### config.mk
export PLATFORM = sky130hd
export DESIGN_NAME = sel_load_unit
export DESIGN_NICKNAME = d
export VERILOG_FILES = /design/src/rtl/sel_load_pkg.sv /design/src/rtl/sel_merge.sv /design/src/rtl/sel_cc_class.sv /design/src/rtl/sel_load_unit.sv
export SDC_FILE = /design/constraint.sdc
export NUM_CORES = 1
export LEC_CHECK = 0
export BUFFER_PORTS_ARGS = -buffer_cell sky130_fd_sc_hd__buf_4
export CORE_AREA = 2 2 70 72
export CTS_BUF_LIST = sky130_fd_sc_hd__clkbuf_16
export DETAILED_ROUTE_END_ITERATION = 12
export DIE_AREA = 0 0 72 74
export PLACE_DENSITY = 0.84
export SLEW_MARGIN = 25
export SYNTH_ARGS = -nofsm -noshare
export SYNTH_HDL_FRONTEND = slang
export SYNTH_SLANG_ARGS = --single-unit
### constraint.sdc
create_clock -name clk -period 2.1 [get_ports clk]
set_input_delay 0.21 -clock clk [delete_from_list [all_inputs] [get_ports clk]]
set_output_delay 0.21 -clock clk [all_outputs]
set_load 0.05 [all_outputs]
### src/rtl/sel_load_pkg.sv
package sel_load_pkg;
  localparam int DATA_W = 32;
  localparam int RIDX_W = 4;

  typedef enum logic [1:0] {
    CC_ZERO = 2'b00,
    CC_POS  = 2'b01,
    CC_NEG  = 2'b10
  } cc_code_t;
endpackage

### src/rtl/sel_merge.sv
module sel_merge #(
  parameter int W = 32
) (
  input  logic         odd_sel,
  input  logic [W-1:0] eword,
  input  logic [W-1:0] dest,
  input  logic [W-1:0] pair,
  output logic [W-1:0] merged
);
  // per-bit select: odd forces AND, even picks by mask bit
  for (genvar b = 0; b < W; b++) begin : g_bit
    always_comb begin
      if (odd_sel)
        merged[b] = eword[b] & dest[b];
      else
        merged[b] = pair[b] ? eword[b] : dest[b];
    end
  end
endmodule

### src/rtl/sel_cc_class.sv
module sel_cc_class
  import sel_load_pkg::*;
#(
  parameter int W = 32
) (
  input  logic [W-1:0] value,
  output cc_code_t     code
);
  localparam int MSB = W - 1;

  always_comb begin
    if (value[MSB])
      code = CC_NEG;
    else if (|value[MSB-1:0])
      code = CC_POS;
    else
      code = CC_ZERO;
  end
endmodule

### src/rtl/sel_load_unit.sv
module sel_load_unit
  import sel_load_pkg::*;
#(
  parameter int W  = DATA_W,
  parameter int RW = RIDX_W
) (
  input  logic          clk,
  input  logic          rst,
  input  logic          valid_i,
  input  logic [RW-1:0] rfield_i,
  input  logic [W-1:0]  eword_i,
  input  logic [W-1:0]  dest_i,
  input  logic [W-1:0]  pair_i,
  output logic [RW-1:0] mask_sel_o,
  output logic [W-1:0]  result_o,
  output logic          wr_en_o,
  output logic [1:0]    cc_o
);
  localparam int MSB = W - 1;

  logic [W-1:0] merged;
  cc_code_t     next_cc;

  assign mask_sel_o = {rfield_i[RW-1:1], 1'b1};

  sel_merge #(.W(W)) u_merge (
    .odd_sel (rfield_i[0]),
    .eword   (eword_i),
    .dest    (dest_i),
    .pair    (pair_i),
    .merged  (merged)
  );

  sel_cc_class #(.W(W)) u_cc (
    .value (merged),
    .code  (next_cc)
  );

  always_ff @(posedge clk) begin
    if (rst) begin
      result_o <= '0;
      cc_o     <= 2'b00;
      wr_en_o  <= 1'b0;
    end else begin
      wr_en_o <= valid_i;
      if (valid_i) begin
        result_o <= merged;
        cc_o     <= next_cc;
      end
    end
  end


  even_merge_chk: assert property (@(posedge clk) disable iff (rst)
    (valid_i && !rfield_i[0]) |=> result_o ==
      (($past(eword_i) & $past(pair_i)) | ($past(dest_i) & ~$past(pair_i))));


  odd_and_chk: assert property (@(posedge clk) disable iff (rst)
    (valid_i && rfield_i[0]) |=> result_o == ($past(eword_i) & $past(dest_i)));


  zero_cc_chk: assert property (@(posedge clk) disable iff (rst)
    (wr_en_o && result_o == '0) |-> cc_o == 2'b00);


  sign_cc_chk: assert property (@(posedge clk) disable iff (rst)
    (wr_en_o && result_o[MSB]) |-> cc_o == 2'b10);


  pos_cc_chk: assert property (@(posedge clk) disable iff (rst)
    (wr_en_o && !result_o[MSB] && result_o != '0) |-> cc_o == 2'b01);


  wr_pulse_chk: assert property (@(posedge clk) disable iff (rst)
    valid_i |=> wr_en_o);


  wr_idle_chk: assert property (@(posedge clk) disable iff (rst)
    !valid_i |=> !wr_en_o);


  hold_chk: assert property (@(posedge clk) disable iff (rst)
    !valid_i |=> ($stable(result_o) && $stable(cc_o)));


  reset_clear_chk: assert property (@(posedge clk)
    rst |=> (result_o == '0 && cc_o == 2'b00 && !wr_en_o));


  always_comb begin
    mask_sel_odd_chk: assert (mask_sel_o[0] == 1'b1 || $isunknown(rfield_i));
  end
endmodule

==> metrics.txt <==
# TYPE chip_impl_metric gauge
chip_impl_info{name="cpMaxStageDelayCell",value="nor4_1"} 1
chip_impl_metric{name="globalplace.congestion",unit=""} 0.762
chip_impl_metric{name="clk-insertion-delay-late",unit="ps"} 270
chip_impl_metric{name="ctsHtreeMaxLevel",unit=""} 2
chip_impl_metric{name="depth_of_the_worst_register_to_register_path",unit=""} 2
chip_impl_metric{name="finClkSkew",unit="ps"} 0
chip_impl_metric{name="hold_path_depth",unit=""} 3
chip_impl_metric{name="crit_path_max_incr_delay",unit="ps"} 310
chip_impl_info{name="cts-root-buf",value="clkbuf_16"} 1
chip_impl_info{name="tritoncts",value="yes"} 1
chip_impl_metric{name="io_buffer_count",unit=""} 134
chip_impl_metric{name="grtUsageTotal",unit="%"} 20.4
chip_impl_metric{name="final_core_utilization",unit="%"} 66.0
chip_impl_info{name="grt_setup_unrepaired",value="false"} 1
chip_impl_metric{name="clock_tree.buffer_depth",unit=""} 2
chip_impl_metric{name="asyncSetResetFlopFracSynth",unit="%"} 0
chip_impl_metric{name="critical_path.max_fanout",unit=""} 33
chip_impl_metric{name="syn_avg_cell_area",unit="µm²"} 8.63
chip_impl_metric{name="ctsResizeCount",unit=""} 0
chip_impl_metric{name="first_global_vias",unit=""} 1918
chip_impl_metric{name="detail_route.first_pass.iterations",unit=""} 4
chip_impl_metric{name="final_net_count",unit=""} 453
chip_impl_info{name="synth_area_leader_cell",value="dfxtp_1"} 1
chip_impl_metric{name="post_synthesis_register_bit_count",unit=""} 34
chip_impl_metric{name="p_switching",unit="W"} 0.000593
chip_impl_metric{name="n_fill_cell",unit=""} 416
chip_impl_metric{name="slew_at_the_pin_closest_to_its_max_slew_limit",unit="ps"} 549
chip_impl_metric{name="reg2reg_setup_slack",unit="ps"} 1250
chip_impl_info{name="startpoint_type",value="primary input"} 1
chip_impl_metric{name="hold_viol",unit=""} 0
chip_impl_info{name="yosys.cell_count.top_type",value="mux2i_1"} 1
chip_impl_metric{name="via_count",unit=""} 2080
chip_impl_info{name="regToRegEndpoint",value="cc_o[0]"} 1
chip_impl_metric{name="ctsHoldBuffers",unit=""} 0
chip_impl_metric{name="cp_data_required_time",unit="ps"} 2240
chip_impl_metric{name="report.final.setup_viol",unit=""} 0
chip_impl_metric{name="worst_setup_hold_path_clk_slew",unit="ps"} 50
chip_impl_metric{name="detail-route-antenna-nets",unit=""} 0
chip_impl_metric{name="power.share.sequential",unit="%"} 36.2
chip_impl_metric{name="yosys_warnings",unit=""} 0
chip_impl_metric{name="netlist.area_leader.share",unit="%"} 35.1
chip_impl_info{name="hp-class",value="primary input to register"} 1
chip_impl_metric{name="final_layout_size_suffix_gt1_share",unit="%"} 41.0
chip_impl_metric{name="power.leakage",unit="nW"} 1.56
chip_impl_metric{name="fmaxAchievable",unit="GHz"} 0.732
chip_impl_metric{name="antennaDiodeCount",unit=""} 0
chip_impl_metric{name="max_cap_viol_count",unit=""} 0
chip_impl_info{name="worstHoldStart",value="dest_i[14]"} 1
chip_impl_metric{name="overflow",unit=""} 0
chip_impl_metric{name="detail_route.wl_per_cell",unit="µm"} 13.5
chip_impl_metric{name="flow.area_growth_from_synthesis",unit="%"} 56.3
chip_impl_metric{name="grt_start_max_net_pins",unit=""} 37
chip_impl_metric{name="detail_route.vias_per_cell",unit=""} 5.16
chip_impl_metric{name="drt_first_iter_violations",unit=""} 55
chip_impl_metric{name="die_h",unit="µm"} 74
chip_impl_metric{name="floorplan.initialDensity",unit="%"} 42.2
chip_impl_metric{name="timing.final.crit_share",unit="%"} 65.1
chip_impl_metric{name="worst-endpoint-arrival",unit="ps"} 1510
chip_impl_metric{name="power.density",unit="nW/µm²"} 650
chip_impl_metric{name="synth_enable_flop_cells",unit=""} 0
chip_impl_metric{name="drt_drc_violations_left",unit=""} 0
chip_impl_metric{name="comb_power_share",unit="%"} 31.0
chip_impl_metric{name="io-pin-count",unit=""} 142
chip_impl_metric{name="netlist_area",unit="µm²"} 1940
chip_impl_metric{name="worst_slew_margin_rel",unit="%"} 63.4
chip_impl_metric{name="finalWorstPathRequiredPeriod",unit="ps"} 1370
chip_impl_info{name="run_status",value="finished, final reports clean"} 1
chip_impl_metric{name="row_count",unit=""} 25
chip_impl_metric{name="grt_pass1_wl",unit="mm"} 8.57
chip_impl_metric{name="numClockSinks",unit=""} 34
chip_impl_info{name="synth.area.top_cells",value="dfxtp_1 35%, mux2i_1 31%, o21ai_1 7.0%"} 1
chip_impl_info{name="worstSetupEndpointType",value="register"} 1
chip_impl_metric{name="vdd.ir_drop.worst",unit="V"} 0.000415
chip_impl_metric{name="postRouteWirelength",unit="mm"} 5.46
chip_impl_metric{name="postSynthNetCount",unit=""} 328
chip_impl_metric{name="dp_hpwl",unit="mm"} 4.40
chip_impl_metric{name="finalSetupTns",unit="ps"} 0
chip_impl_metric{name="die_width",unit="µm"} 72
chip_impl_metric{name="post-cts-setup-buffers",unit=""} 0
chip_impl_info{name="worstReg2RegStart",value="cc_o[0]"} 1
chip_impl_metric{name="p_clk_share",unit="%"} 32.8
chip_impl_info{name="post_synth_most_frequent_cells",value="61 x mux2i_1, 34 x dfxtp_1, 33 x nor2_1"} 1
chip_impl_info{name="yosys_most_used_dff",value="dfxtp_1"} 1
chip_impl_metric{name="netlist-cell-type-count",unit=""} 24
chip_impl_metric{name="synth_cells",unit=""} 225
chip_impl_metric{name="timing_max_transition_violations_final",unit=""} 0
chip_impl_metric{name="coreArea",unit="µm²"} 4600
chip_impl_metric{name="internal_power",unit="W"} 0.00138
chip_impl_metric{name="cts_made_buffers",unit=""} 5
chip_impl_metric{name="antenna_found_initial",unit=""} 0
chip_impl_metric{name="fp.dieArea",unit="µm²"} 5330
chip_impl_info{name="worst_hold_path.endpoint",value="result_o[14]"} 1
chip_impl_info{name="critical_path_class",value="primary input to register"} 1
chip_impl_metric{name="synth.yosys.seq_area_share",unit="%"} 35.1
chip_impl_info{name="crit_path_cell_trace",value="buf_4, o21bai_1, o2bb2ai_1, nor4_1, nand4_1, o21ai_1, a21oi_1"} 1
chip_impl_metric{name="net_sw_share",unit="%"} 30.1
layer usage:
metal / GRT usage [%] / vias to the layer above / part of all wire (%)
met2: 38.5 / 74 / 53
met4: 6.08 / 0 / 1.6
met5: 0 / - / 0
met3: 5.69 / 12 / 7.2
li1: - / 1037 / -
met1: 22.4 / 957 / 38
cell type report:
type | count | area, µm² | area share [%]
multi-input cells | 175 | 1150 | 38.0
repair buffers | 134 | 1010 | 33.1
well taps | 54 | 67.6 | 2.23
flip-flops and latches | 34 | 681 | 22.4
clock buffers | 5 | 125 | 4.12
clock inverters | 1 | 3.75 | 0.124
placed cells by master (no fill, tap or decap), types with 2 or more instances in the layout:
master and n:
a21oi_1 2, buf_4 134, clkbuf_16 5, dfxtp_1 34
mux2i_1 61, nand2_1 31, nand4_1 2, nor2_1 33
nor4_1 5, nor4_2 2, o21ai_0 3, o21ai_1 27
critical path: cells and delay by family:
kind / cells / cell delay, ps
compound gates: 4 / 500
simple gates: 2 / 470
buf+inv: 1 / 300
kinds of logic (layout without fill, tap and decap cells):
logic type             after synthesis  after routing  share of synthesized area, %
and+or+nand+nor                     76             76                          16.9
muxes                               61             61                          31.4
AOI/OAI and AO/OA                   37             37                          10.8
DFF                                 34             34                          35.1
buffers and inverters               16            140                          5.61
other                                1              1                         0.193
registers in the layout, indices dropped and copies added (netlist names):
| register | count |
|---|---|
| result_o | 31 |
| cc_o | 2 |
| wr_en_o | 1 |
power groups by stage:
| stage | Clock [W] | Combinational, W | Sequential, W |
|---|---|---|---|
| finish | 0.000646 | 0.000612 | 0.000714 |
| global route | 0.000697 | 0.000656 | 0.000718 |
| CTS | 0.000666 | 0.000617 | 0.000713 |
| detailed placement | 0 | 0.000615 | 0.000726 |
| global placement | 0 | 0.000604 | 0.000724 |
| floorplan | 0 | 0.000220 | 0.000874 |
through the flow:
step	cell area, µm²	hold slack (ps)	instances	setup WS, ps	total power, W
2_1_floorplan	1940	408	225	889	0.00109
3_3_place_gp	2910	421	397	471	0.00133
3_5_place_dp	2910	421	397	466	0.00134
4_1_cts	3040	308	403	740	0.00200
5_1_grt	3040	308	403	601	0.00207
6_report	3040	309	403	733	0.00197
worst max-delay path by stage:
| stage | startpoint | end | slack, ps | depth (start not counted) |
|---|---|---|---|---|
| 2_1_floorplan | pair_i[10] | cc_o[0] | 890 | 6 |
| 3_3_place_gp | rfield_i[0] | cc_o[0] | 470 | 7 |
| 3_5_place_dp | rfield_i[0] | cc_o[0] | 470 | 7 |
| 4_1_cts | rfield_i[0] | cc_o[0] | 740 | 7 |
| 5_1_grt | rfield_i[0] | cc_o[0] | 600 | 7 |
| 6_report | rfield_i[0] | cc_o[0] | 730 | 7 |
Note: power is estimated with default switching activity, not from simulation.
